`src/rtl/flash_ecc_fault_ctrl.sv`:
```
module flash_ecc_fault_ctrl #(
  parameter int REG_AW = 4,
  parameter int ADDR_W = 16,
  parameter int DATA_W = 16
) (
  input  logic              clk,
  input  logic              rst_n,
  input  logic [REG_AW-1:0] bus_addr,
  input  logic              bus_wr,
  input  logic [7:0]        bus_wdata,
  output logic [7:0]        bus_rdata,
  input  logic              rd_strobe,
  input  logic [ADDR_W-1:0] rd_addr,
  input  logic [DATA_W-1:0] rd_data,
  input  logic              sbf_in,
  input  logic              dbf_in,
  input  logic              cmd_done,
  output logic              irq_cmd,
  output logic              irq_sbf,
  output logic              irq_dbf
);
  localparam int CAP_W     = ADDR_W + DATA_W;
  localparam int CAP_BYTES = (CAP_W + 7) / 8;
  localparam int CAP_BASE  = 8;
  localparam logic [REG_AW-1:0] OFS_CFG  = REG_AW'(4);
  localparam logic [REG_AW-1:0] OFS_IEN  = REG_AW'(5);
  localparam logic [REG_AW-1:0] OFS_STAT = REG_AW'(6);

  logic cc_en, ign_s, frc_d, frc_s;
  logic en_s, en_d;
  logic flag_s, flag_d;
  logic [CAP_BYTES*8-1:0] cap;

  wire wr_cfg  = bus_wr && bus_addr == OFS_CFG;
  wire wr_ien  = bus_wr && bus_addr == OFS_IEN;
  wire wr_stat = bus_wr && bus_addr == OFS_STAT;

  wire real_s = sbf_in && !ign_s;
  wire set_s  = rd_strobe && (real_s || frc_s);
  wire set_d  = rd_strobe && (dbf_in || frc_d);
  wire load   = rd_strobe && (dbf_in || real_s);

  always_ff @(posedge clk or negedge rst_n) begin
    if (!rst_n) begin
      {cc_en, ign_s, frc_d, frc_s} <= '0;
      {en_s, en_d}                 <= '0;
    end else begin
      if (wr_cfg) {cc_en, ign_s, frc_d, frc_s} <= {bus_wdata[7], bus_wdata[4], bus_wdata[1], bus_wdata[0]};
      if (wr_ien) {en_d, en_s} <= bus_wdata[1:0];
    end
  end

  always_ff @(posedge clk or negedge rst_n) begin
    if (!rst_n) begin
      flag_s <= 1'b0;
      flag_d <= 1'b0;
    end else begin
      if (set_s) flag_s <= 1'b1;
      else if (wr_stat && bus_wdata[0]) flag_s <= 1'b0;
      if (set_d) flag_d <= 1'b1;
      else if (wr_stat && bus_wdata[1]) flag_d <= 1'b0;
    end
  end

  always_ff @(posedge clk or negedge rst_n) begin
    if (!rst_n) cap <= '0;
    else if (load) cap <= (CAP_BYTES*8)'({rd_data, rd_addr});
  end

  always_comb begin
    bus_rdata = 8'h00;
    unique case (bus_addr)
      OFS_CFG:  bus_rdata = {cc_en, 2'b00, ign_s, 2'b00, frc_d, frc_s};
      OFS_IEN:  bus_rdata = {6'b0, en_d, en_s};
      OFS_STAT: bus_rdata = {6'b0, flag_d, flag_s};
      default: begin
        for (int i = 0; i < CAP_BYTES; i++)
          if (int'(bus_addr) == CAP_BASE + i) bus_rdata = cap[8*i +: 8];
      end
    endcase
  end

  assign irq_cmd = cmd_done && cc_en;
  assign irq_sbf = flag_s && en_s;
  assign irq_dbf = flag_d && en_d;

  assert_cfg_reserved_R2: assert property (@(posedge clk) disable iff (!rst_n)
    bus_addr == OFS_CFG |-> bus_rdata[6:5] == 2'b00 && bus_rdata[3:2] == 2'b00);

  assert_ignore_single_R4: assert property (@(posedge clk) disable iff (!rst_n)
    rd_strobe && sbf_in && !dbf_in && ign_s && !frc_s && !flag_s |=> !flag_s);

  assert_force_double_R5: assert property (@(posedge clk) disable iff (!rst_n)
    rd_strobe && frc_d |=> flag_d);

  assert_force_single_R6: assert property (@(posedge clk) disable iff (!rst_n)
    rd_strobe && frc_s |=> flag_s);

  assert_no_capture_R7: assert property (@(posedge clk) disable iff (!rst_n)
    !(rd_strobe && (sbf_in || dbf_in)) |=> $stable(cap));

  assert_force_persist_R8: assert property (@(posedge clk) disable iff (!rst_n)
    frc_s && !wr_cfg |=> frc_s);

  assert_set_wins_R10: assert property (@(posedge clk) disable iff (!rst_n)
    set_d && wr_stat && bus_wdata[1] |=> flag_d);
endmodule

```
`config.mk`:
```
export PLATFORM = sky130hd
export DESIGN_NAME = flash_ecc_fault_ctrl
export DESIGN_NICKNAME = d
export VERILOG_FILES = /design/src/rtl/flash_ecc_fault_ctrl.sv
export SDC_FILE = /design/constraint.sdc
export NUM_CORES = 1
export LEC_CHECK = 0
export BUFFER_PORTS_ARGS = -buffer_cell sky130_fd_sc_hd__clkbuf_2
export CAP_MARGIN = 15
export CORE_MARGIN = 4
export CORE_UTILIZATION = 45
export DETAILED_ROUTE_END_ITERATION = 10
export PLACE_DENSITY = 0.81
export REMOVE_ABC_BUFFERS = 1
export SLEW_MARGIN = 25
export SYNTH_ARGS = -nofsm -noshare
export SYNTH_HDL_FRONTEND = slang
export SYNTH_SLANG_ARGS = --single-unit
export TNS_END_PERCENT = 50
```
`constraint.sdc`:
```
create_clock -name clk -period 1.3 [get_ports clk]
set_input_delay 0 -clock clk [delete_from_list [all_inputs] [get_ports clk]]
set_output_delay 0 -clock clk [all_outputs]
set_load 0.005 [all_outputs]
```
---- Yosys cells after proc, flatten, opt, wreduce, memory -nomap -nowiden ----
Index checks and enable logic that the tools add are counted.
cells by class
  equal/unequal tests ..................... 7
  multiplexer cells ....................... 9
  reduce and logical (&&, ||, !) cells .... 18
operators by type and width
  kind                                                             count
  8-bit two-way mux                                                4
  8-bit one-hot mux with 3 select lines                            1
  4-bit == test, second input constant                             4
  4-bit by 3-bit == test with 1-bit output, second input constant  3
  1-bit logical AND                                                12
  1-bit two-way mux                                                4
  2-bit nonzero test                                               2
  1-bit logical OR                                                 3
  1-bit zero test                                                  1
storage, ports and cells
  flip-flop bits (word level) ............. 40
  logic and storage cells ................. 43

---- Longest topological paths before layout ----
Gate-level depths: netlist of run 1.
  depth after elaboration ................. 6
  gate-level depth with buffers ........... 6
  gate-level depth less buffers ........... 4

---- Least setup slack after synthesis of run 1 ----
OpenSTA, ideal clock, no wires.
  path kind ............................... register to register
  start ................................... register ign_s
  end ..................................... register cap[10]
  library setup time ...................... 0.125 ns
  arrival ................................. 1.110 ns
  data required time ...................... 1.175 ns
  path slack .............................. 0.066 ns
  stages on the path, launching flop included .. 5
  buffers on the path ..................... 1
  path through ............................ dfrtp_1 nor2b_1 o21ai_2 buf_4 mux2_2
between the ends
  cells in the longest elaborated chain, start to end .. 4
RTL lines
  item                      line  RTL
  start: declaration        29    logic cc_en, ign_s, frc_d, frc_s;
  start signal: assignment  48    if (wr_cfg) {cc_en, ign_s, frc_d, frc_s} <= {bus_wdata[7], bus_wdata[4], bus_wdata[1], bus_wdata[0]};
  1-bit zero test           38    wire real_s = sbf_in && !ign_s;
  1-bit logical AND         38
  1-bit logical OR          41    wire load = rd_strobe && (dbf_in || real_s);
  1-bit logical AND         41
  end signal: assignment    67    else if (load) cap <= (CAP_BYTES*8)'({rd_data, rd_addr});
  end: declaration          32    logic [CAP_BYTES*8-1:0] cap;
Every way passes these cells.
A chain may end at the register's enable or synchronous reset.

---- Worst setup path in the final report of run 1 ----
  start ................................... register ign_s
  end ..................................... register cap[17]
The elaborated chain is that of the path after synthesis.

==> results_tabular.tex, run 1 <==
\begin{tabular}{lr}
\hline
Metric & Value \\
\hline
\multicolumn{2}{l}{\textbf{Synthesis}} \\
\quad Mean instance size in the synthesized netlist & roughly 13 µm² \\
\quad Share of the yosys chip area belonging to registers & 51.22\% \\
\quad Post-Synthesis Cell Area & between 0.0015 and 0.002 mm² \\
\quad Number of synthesized flops with an enable pin & 0 \\
\quad Most frequently used flop master after synthesis & sky130\_fd\_sc\_hd\_\_dfrtp\_1 \\
\quad Yosys warns & 0 \\
\quad Library cell occupying the most area in the post-synthesis netlist & sky130\_fd\_sc\_hd\_\_dfrtp\_1 \\
\quad Cell types occupying the most area after synthesis & sky130\_fd\_sc\_hd\_\_dfrtp\_1, sky130\_fd\_sc\_hd\_\_mux2\_2, sky130\_fd\_sc\_hd\_\_mux4\_1, sky130\_fd\_sc\_hd\_\_mux4\_2, sky130\_fd\_sc\_hd\_\_and2\_1 \\
\quad Yosys cell types & 26 \\
\quad Share of synthesized registers carrying an async set or reset & 100.0\% \\
\quad Top cell type's share of synthesized area & $\sim$50\% \\
\quad Count of mapped cells out of synthesis & roughly 150 \\
\quad Register bit count reported by yosys & 40 \\
\multicolumn{2}{l}{\textbf{Clock tree}} \\
\quad Total number of clock tree sinks & 40 \\
\quad CTS H-Tree Depth & 2 \\
\quad Clk root buf & sky130\_fd\_sc\_hd\_\_clkbuf\_8 \\
\quad CTS Buf Count & 5 \\
\quad Clock latency on the worst-skew pair & $\sim$0.30 ns \\
\quad TritonCTS clock tree & yes \\
\quad Clock transition at the registers of the reported paths & 0.08 ns \\
\quad Maximum root-to-sink buffer count & 2 \\
\multicolumn{2}{l}{\textbf{Routing}} \\
\quad Routed wire length & $\sim$6600 µm \\
\quad First-iteration detailed-routing DRC count & 179 \\
\quad Drt via density & around 5.7 \\
\quad Via count & 1800 \\
\quad Count of nets left with antenna violations after detail routing & 0 \\
\quad Drt drc & 0 \\
\quad Iteration count of the initial detailed-routing pass & 4 \\
\quad Post-detailed-route wirelength per cell & $\sim$21 µm \\
\multicolumn{2}{l}{\textbf{STA}} \\
\quad Unrepaired setup endpoints after global routing & true \\
\quad Clock Skew & 0.009413 ns \\
\quad Final max-slew violation count & 0 \\
\quad Slew at the pin with the worst max-slew slack & between 0.5 and 0.6 ns \\
\quad Final worst setup slack & -0.1559 ns \\
\quad Highest clock rate & between 0.6 and 0.7 GHz \\
\quad Rel. slew slack & between 60\% and 70\% \\
\quad Aggregate negative setup slack & -4.161 ns \\
\quad Final critical path time including I/O delays and setup & approximately 1.5 ns \\
\quad Final Hold Violating Endpoints & 0 \\
\quad Setup violation total in the final timing report & 38 \\
\quad Final worst hold slack & roughly 0.033 ns \\
\quad Share of the cycle needed by the critical path after routing & 112.0\% \\
\multicolumn{2}{l}{\textbf{Global routing}} \\
\quad Overall global routing resource usage & 20.27\% \\
\quad Grt total ovfl & 0 \\
\quad First-pass GRT wire length & around 8300 µm \\
\quad Via count of the first global-routing pass & about 1800 \\
\quad Pin count of the biggest net entering global routing & 27 \\
\quad Antenna violations before repair & 0 \\
\multicolumn{2}{l}{\textbf{Placement}} \\
\quad Count of buffers from port buffering & 57 \\
\quad Detailed placement HPWL & $\sim$3200 µm \\
\quad Minimum setup slack after placement & -0.02007 ns \\
\quad Placer's final routability congestion estimate & 0.8909 \\
\quad Placed cell areas & about 0.0023 mm² \\
\multicolumn{2}{l}{\textbf{Finish}} \\
\quad Non-Filler Cell Area, Final & 0.003012 mm² \\
\quad Antenna cells & 0 \\
\quad Total area of sequential cells & 0.001001 mm² \\
\quad Number of filler cells placed in the layout & 240 \\
\quad Share of final-layout standard cells stronger than drive strength 1 & roughly half \\
\quad Area of the multi-input gates & $\sim$960 µm² \\
\quad Area growth, synth to finish & 54.10\% \\
\quad Final layout net count & approximately 320 \\
\multicolumn{2}{l}{\textbf{Worst setup path}} \\
\quad Req. time, crit path & 1.48 ns \\
\quad Register-to-register path setup slack & -0.16 ns \\
\quad Crit path launch type & flip-flop \\
\quad Data arrival, critical path & $\sim$1.6 ns \\
\quad Slowest stage cell, crit path & sky130\_fd\_sc\_hd\_\_dfrtp\_1 \\
\quad Crit path capture type & flip-flop \\
\quad Slowest stage delay, CP & 0.42 ns \\
\quad Peak fanout along the critical path & 13 \\
\quad List of cells traversed by the critical path & nor2b\_2 -> o21ai\_2 -> buf\_4 -> clkbuf\_16 -> mux2\_4 \\
\quad Category of the most critical setup path & flip-flop to flip-flop \\
\multicolumn{2}{l}{\textbf{Run}} \\
\quad Max-cap check violation count & 0 \\
\multicolumn{2}{l}{\textbf{Floorplan}} \\
\quad Vertical extent of the die & approximately 74 µm \\
\quad Overall die width & between 70 and 80 µm \\
\quad Overall die area & 0.005461 mm² \\
\quad Placement Rows & 23 \\
\quad Floorplan core area & roughly 0.0041 mm² \\
\quad Initial core utilization & a little under half \\
\quad Ports placed on the boundary & between 60 and 70 \\
\multicolumn{2}{l}{\textbf{Outcome}} \\
\quad Outcome & complete, but fails checks \\
\quad Violations in the final reports & negative setup slack \\
\multicolumn{2}{l}{\textbf{Power}} \\
\quad Overall power after layout & $\sim$3.4 mW \\
\quad Leakage & 1.439 nW \\
\quad Pwr/cell area & $\sim$1100 mW/mm² \\
\quad Max rail drop VDD & 845.3 µV \\
\multicolumn{2}{l}{\textbf{Worst hold path}} \\
\quad Worst min-delay path category & primary input to flip-flop \\
\hline
\end{tabular}
[layer usage]
layer	global-route usage (%)	part of all wire [%]	up-vias
met4	10.26	3.9	0
met3	5.335	7.3	27
li1	-	-	765
met5	0	0	-
met2	35.83	54	108
met1	22.26	35	900
[layout make-up]
cell class / instances / share of cell area, %
inverters: 2 / 0.2493
clock inverters: 1 / 0.2493
clock buffers: 7 / 2.867
flip-flops and latches: 40 / 33.24
repair buffers: 117 / 29.50
well taps: 50 / 2.077
multi-input cells: 100 / 31.82
[synth_stat cells, types with 4 or more instances]
master and count:
sky130_fd_sc_hd__mux2_2 40, sky130_fd_sc_hd__a21oi_1 5, sky130_fd_sc_hd__o21ai_0 8, sky130_fd_sc_hd__dfrtp_1 40, sky130_fd_sc_hd__buf_4 4, sky130_fd_sc_hd__nor2_1 4
sky130_fd_sc_hd__and2_1 7, sky130_fd_sc_hd__a22oi_1 4, sky130_fd_sc_hd__nand2_1 11
[critical path, delay by kind of cell, from the launching register on]
family                 cells  cell delay (ns)
buffers and inverters      2             0.32
and+or+nand+nor            1             0.19
muxes                      1             0.31
AOI/OAI and AO/OA          1             0.10
DFF                        1             0.42
[cells in the final DEF (no fill, tap or decap), types with 2 or more instances in the layout]
cell	Yosys	layout
sky130_fd_sc_hd__clkbuf_2	0	56
sky130_fd_sc_hd__dfrtp_1	40	40
sky130_fd_sc_hd__dlygate4sd3_1	0	39
sky130_fd_sc_hd__mux2_2	40	23
sky130_fd_sc_hd__mux2_4	0	17
sky130_fd_sc_hd__buf_4	4	16
sky130_fd_sc_hd__nand2_1	11	11
sky130_fd_sc_hd__clkbuf_8	0	6
sky130_fd_sc_hd__a21oi_1	5	5
sky130_fd_sc_hd__mux4_2	2	4
sky130_fd_sc_hd__and2_1	7	4
sky130_fd_sc_hd__o21ai_0	8	4
sky130_fd_sc_hd__nor2_1	4	4
sky130_fd_sc_hd__a22oi_1	4	3
sky130_fd_sc_hd__and2_4	0	3
sky130_fd_sc_hd__o21ai_2	1	3
sky130_fd_sc_hd__o21a_1	2	2
sky130_fd_sc_hd__inv_1	2	2
sky130_fd_sc_hd__o21ai_1	0	2
sky130_fd_sc_hd__nand3_1	2	2
sky130_fd_sc_hd__a41oi_1	2	2
sky130_fd_sc_hd__nand4_1	2	2
sky130_fd_sc_hd__mux2_1	2	2
sky130_fd_sc_hd__clkbuf_16	0	2
sky130_fd_sc_hd__buf_6	2	2
[flip-flops by register name, indices dropped and copies added, names as in the netlist]
name / flops
en_d: 1
frc_s: 1
flag_s: 1
flag_d: 1
cap: 32
frc_d: 1
en_s: 1
cc_en: 1
ign_s: 1
[report_power, final]
group / total [mW] / internal (mW) / switching (mW) / leakage [nW]
registers: 1.58 / 1.44 / 0.137 / 0.465
clock network: 0.903 / 0.432 / 0.471 / 0.0445
logic: 0.897 / 0.557 / 0.341 / 0.930
total: 3.38 / 2.43 / 0.948 / 1.44
[path summary, 6_finish.rpt]
| check | start | to | cells past startpoint |
|---|---|---|---|
| worst max register to register | ign_s | cap[17] | 5 |
| worst min-delay path | bus_wr | flag_d | 4 |
| worst max-delay path | ign_s | cap[17] | 5 |
| worst min register to register | cap[8] | cap[8] | 1 |
| max in group asynchronous | rst_n | cap[31] | 3 |
| min in group asynchronous | rst_n | cap[26] | 2 |
[cell families after synthesis]
| family | after synthesis | share of synthesized area [%] |
|---|---|---|
| AOI/OAI and AO/OA | 22 | 6.978 |
| DFF | 40 | 51.22 |
| buffers and inverters | 11 | 3.777 |
| and+or+nand+nor | 32 | 8.835 |
| muxes | 46 | 29.19 |
[through the flow]
stage,utilization (%),cells
floorplan,-,142
global placement,57.23,261
detailed placement,57.23,261
CTS,69.69,311
global route,73.70,317
finish,73.70,317
[repair_timing]
action	in CTS	in global routing
pin swaps	4	3
hold buffers	39	0
hold endpoints to repair	56	0
cloned	0	2
setup endpoints to repair	29	41
gates resized for setup	5	28
buffers inserted	3	4
No activity file was read; power rests on OpenSTA's default activity.
==> inputs of run 2 (changes only) <==
- CORE_MARGIN: 4 -> 2
- CTS_CLUSTER_SIZE: not set -> 40
==> results_tabular.tex, run 2 (same netlist as run 1, synthesis figures left out) <==
\begin{tabular}{lr}
\hline
Metric & Value \\
\hline
\multicolumn{2}{l}{\textbf{STA}} \\
\quad Clock Skew & between 0.009 and 0.01 ns \\
\quad Final critical path time including I/O delays and setup & 1.436 ns \\
\quad Share of the cycle needed by the critical path after routing & 110.4\% \\
\quad Setup violation total in the final timing report & 32 \\
\quad Rel. slew slack & about two thirds \\
\quad Final worst hold slack & 0.07335 ns \\
\quad Final worst setup slack & -0.1356 ns \\
\quad Unrepaired setup endpoints after global routing & true \\
\quad Highest clock rate & approximately 0.7 GHz \\
\quad Final Hold Violating Endpoints & 0 \\
\quad Final max-slew violation count & 0 \\
\quad Aggregate negative setup slack & -2.129 ns \\
\quad Slew at the pin with the worst max-slew slack & between 0.5 and 0.6 ns \\
\multicolumn{2}{l}{\textbf{Power}} \\
\quad Net Switching & 0.8932 mW \\
\quad Design internal power & around 2.4 mW \\
\quad Leakage & 1.430 nW \\
\quad Sequential fraction of design power & between 40\% and 50\% \\
\quad Share of power burned in combinational logic & between 20 and 30\% \\
\quad Clock Power Share & 24.3\% \\
\quad Max rail drop VDD & 805.0 µV \\
\quad Switching share of power & a little over a quarter \\
\quad Pwr/cell area & around 1100 mW/mm² \\
\quad Overall power after layout & $\sim$3.3 mW \\
\multicolumn{2}{l}{\textbf{Finish}} \\
\quad Final std cells w/o fill & about 320 \\
\quad Post-route core utilization & between 70 and 80\% \\
\quad Total area of sequential cells & 0.001001 mm² \\
\quad Register with the most flip-flops & cap \\
\quad Number of filler cells placed in the layout & around 240 \\
\quad Final layout net count & around 320 \\
\quad Area growth, synth to finish & 54.99\% \\
\quad Most common cell after layout, fill and taps aside & sky130\_fd\_sc\_hd\_\_clkbuf\_2 \\
\quad Antenna cells & 0 \\
\quad Share of final-layout standard cells stronger than drive strength 1 & between 50\% and 60\% \\
\quad Non-Filler Cell Area, Final & $\sim$0.003 mm² \\
\quad Max reg flops & 32 \\
\quad Area of the multi-input gates & $\sim$970 µm² \\
\quad Most frequent cells in the layout & sky130\_fd\_sc\_hd\_\_clkbuf\_2, sky130\_fd\_sc\_hd\_\_dfrtp\_1, sky130\_fd\_sc\_hd\_\_dlygate4sd3\_1, sky130\_fd\_sc\_hd\_\_mux2\_2 \\
\multicolumn{2}{l}{\textbf{Clock tree}} \\
\quad Maximum root-to-sink buffer count & 2 \\
\quad CTS H-Tree Depth & 2 \\
\quad Clock latency on the worst-skew pair & between 0.2 and 0.3 ns \\
\quad Clock transition at the registers of the reported paths & $\sim$0.080 ns \\
\quad Total number of clock tree sinks & 40 \\
\quad TritonCTS clock tree & yes \\
\quad CTS Buf Count & 5 \\
\quad Clk root buf & sky130\_fd\_sc\_hd\_\_clkbuf\_8 \\
\multicolumn{2}{l}{\textbf{Floorplan}} \\
\quad Overall die area & 0.004886 mm² \\
\quad Placement Rows & 23 \\
\quad Vertical extent of the die & about 70 µm \\
\quad Initial core utilization & a little under half \\
\quad Overall die width & about 70 µm \\
\quad Ports placed on the boundary & 62 \\
\quad Floorplan core area & approximately 0.0041 mm² \\
\multicolumn{2}{l}{\textbf{Outcome}} \\
\quad Violations in the final reports & negative setup slack \\
\quad Outcome & complete, but fails checks \\
\multicolumn{2}{l}{\textbf{Global routing}} \\
\quad Antenna violations before repair & 0 \\
\quad Grt total ovfl & 0 \\
\quad Pin count of the biggest net entering global routing & between 40 and 50 \\
\quad First-pass GRT wire length & 8921 µm \\
\quad Via count of the first global-routing pass & 1844 \\
\quad Overall global routing resource usage & around a quarter \\
\multicolumn{2}{l}{\textbf{Routing}} \\
\quad Routed wire length & 6226 µm \\
\quad Post-detailed-route wirelength per cell & 19.70 µm \\
\quad Drt via density & approximately 5.6 \\
\quad Drt drc & 0 \\
\quad Iteration count of the initial detailed-routing pass & 4 \\
\quad First-iteration detailed-routing DRC count & $\sim$120 \\
\quad Count of nets left with antenna violations after detail routing & 0 \\
\quad Via count & approximately 1800 \\
\multicolumn{2}{l}{\textbf{Placement}} \\
\quad Detailed placement HPWL & 2884 µm \\
\quad Placed cell count & about 260 \\
\quad Count of buffers from port buffering & 57 \\
\quad Placer's final routability congestion estimate & 0.8115 \\
\quad Placed cell areas & about 0.0023 mm² \\
\quad Minimum setup slack after placement & 0.01303 ns \\
\multicolumn{2}{l}{\textbf{Run}} \\
\quad Max-cap check violation count & 0 \\
\multicolumn{2}{l}{\textbf{Worst setup path}} \\
\quad Crit path capture type & primary output \\
\quad Peak fanout along the critical path & 2 \\
\quad Crit path launch type & flip-flop \\
\quad Category of the most critical setup path & flip-flop to primary output \\
\quad Data arrival, critical path & 1.44 ns \\
\quad Req. time, crit path & roughly 1.3 ns \\
\multicolumn{2}{l}{\textbf{Worst hold path}} \\
\quad Worst min-delay path category & primary input to flip-flop \\
\hline
\end{tabular}
[run 2: area by class of cell]
type | count | share of cell area [%]
Clock buffer | 6 | 2.396
Clock inverter | 1 | 0.1652
Inverter | 2 | 0.2478
Multi-Input combinational cell | 100 | 31.93
Sequential cell | 40 | 33.04
Tap cell | 50 | 2.065
Timing Repair Buffer | 117 | 30.15
[run 2: final timing paths]
| kind | from | endpoint | slack, ns | depth (start not counted) |
|---|---|---|---|---|
| setup / recovery | cap[30] | bus_rdata[6] | -0.14 | 3 |
| hold / removal | bus_wr | flag_s | 0.07 | 4 |
| setup reg to reg | ign_s | cap[30] | -0.09 | 5 |
| hold reg to reg | cap[4] | cap[4] | 0.50 | 1 |
| max in group asynchronous | rst_n | cap[12] | 0.61 | 3 |
| min in group asynchronous | rst_n | cap[25] | 0.33 | 3 |
[run 2: per-layer routing]
layer | part of all wire, % | global-route usage (%) | wire length [µm]
met1 | 38 | 29.48 | 2348
met2 | 52 | 38.52 | 3214
met3 | 6.2 | 4.762 | 384
met4 | 4.5 | 11.97 | 279
met5 | 0 | 0 | 0
[run 2: timing repair]
item | 4_1_cts | 5_1_grt
gates cloned | 2 | 1
hold buffers | 40 | 0
pin swaps | 4 | 7
hold endpoints to repair | 80 | 0
resized for setup | 19 | 21
endpoints found under the setup margin | 26 | 41
setup buffers | 3 | 4
[run 2: power by group through the flow]
stage | Clock (mW) | Combinational (mW) | Sequential, mW
after floorplan | 0 | 0.362 | 1.53
after global placement | 0 | 0.574 | 1.56
after detailed placement | 0 | 0.591 | 1.57
after CTS | 0.788 | 0.794 | 1.55
after global routing | 0.851 | 0.980 | 1.58
final | 0.793 | 0.915 | 1.56
[run 2: worst max-delay path: stages, from the launching register on]
cell	delay (ns)
sky130_fd_sc_hd__dfrtp_1	0.39
sky130_fd_sc_hd__mux4_2	0.48
sky130_fd_sc_hd__and2_4	0.16
sky130_fd_sc_hd__clkbuf_2	0.11
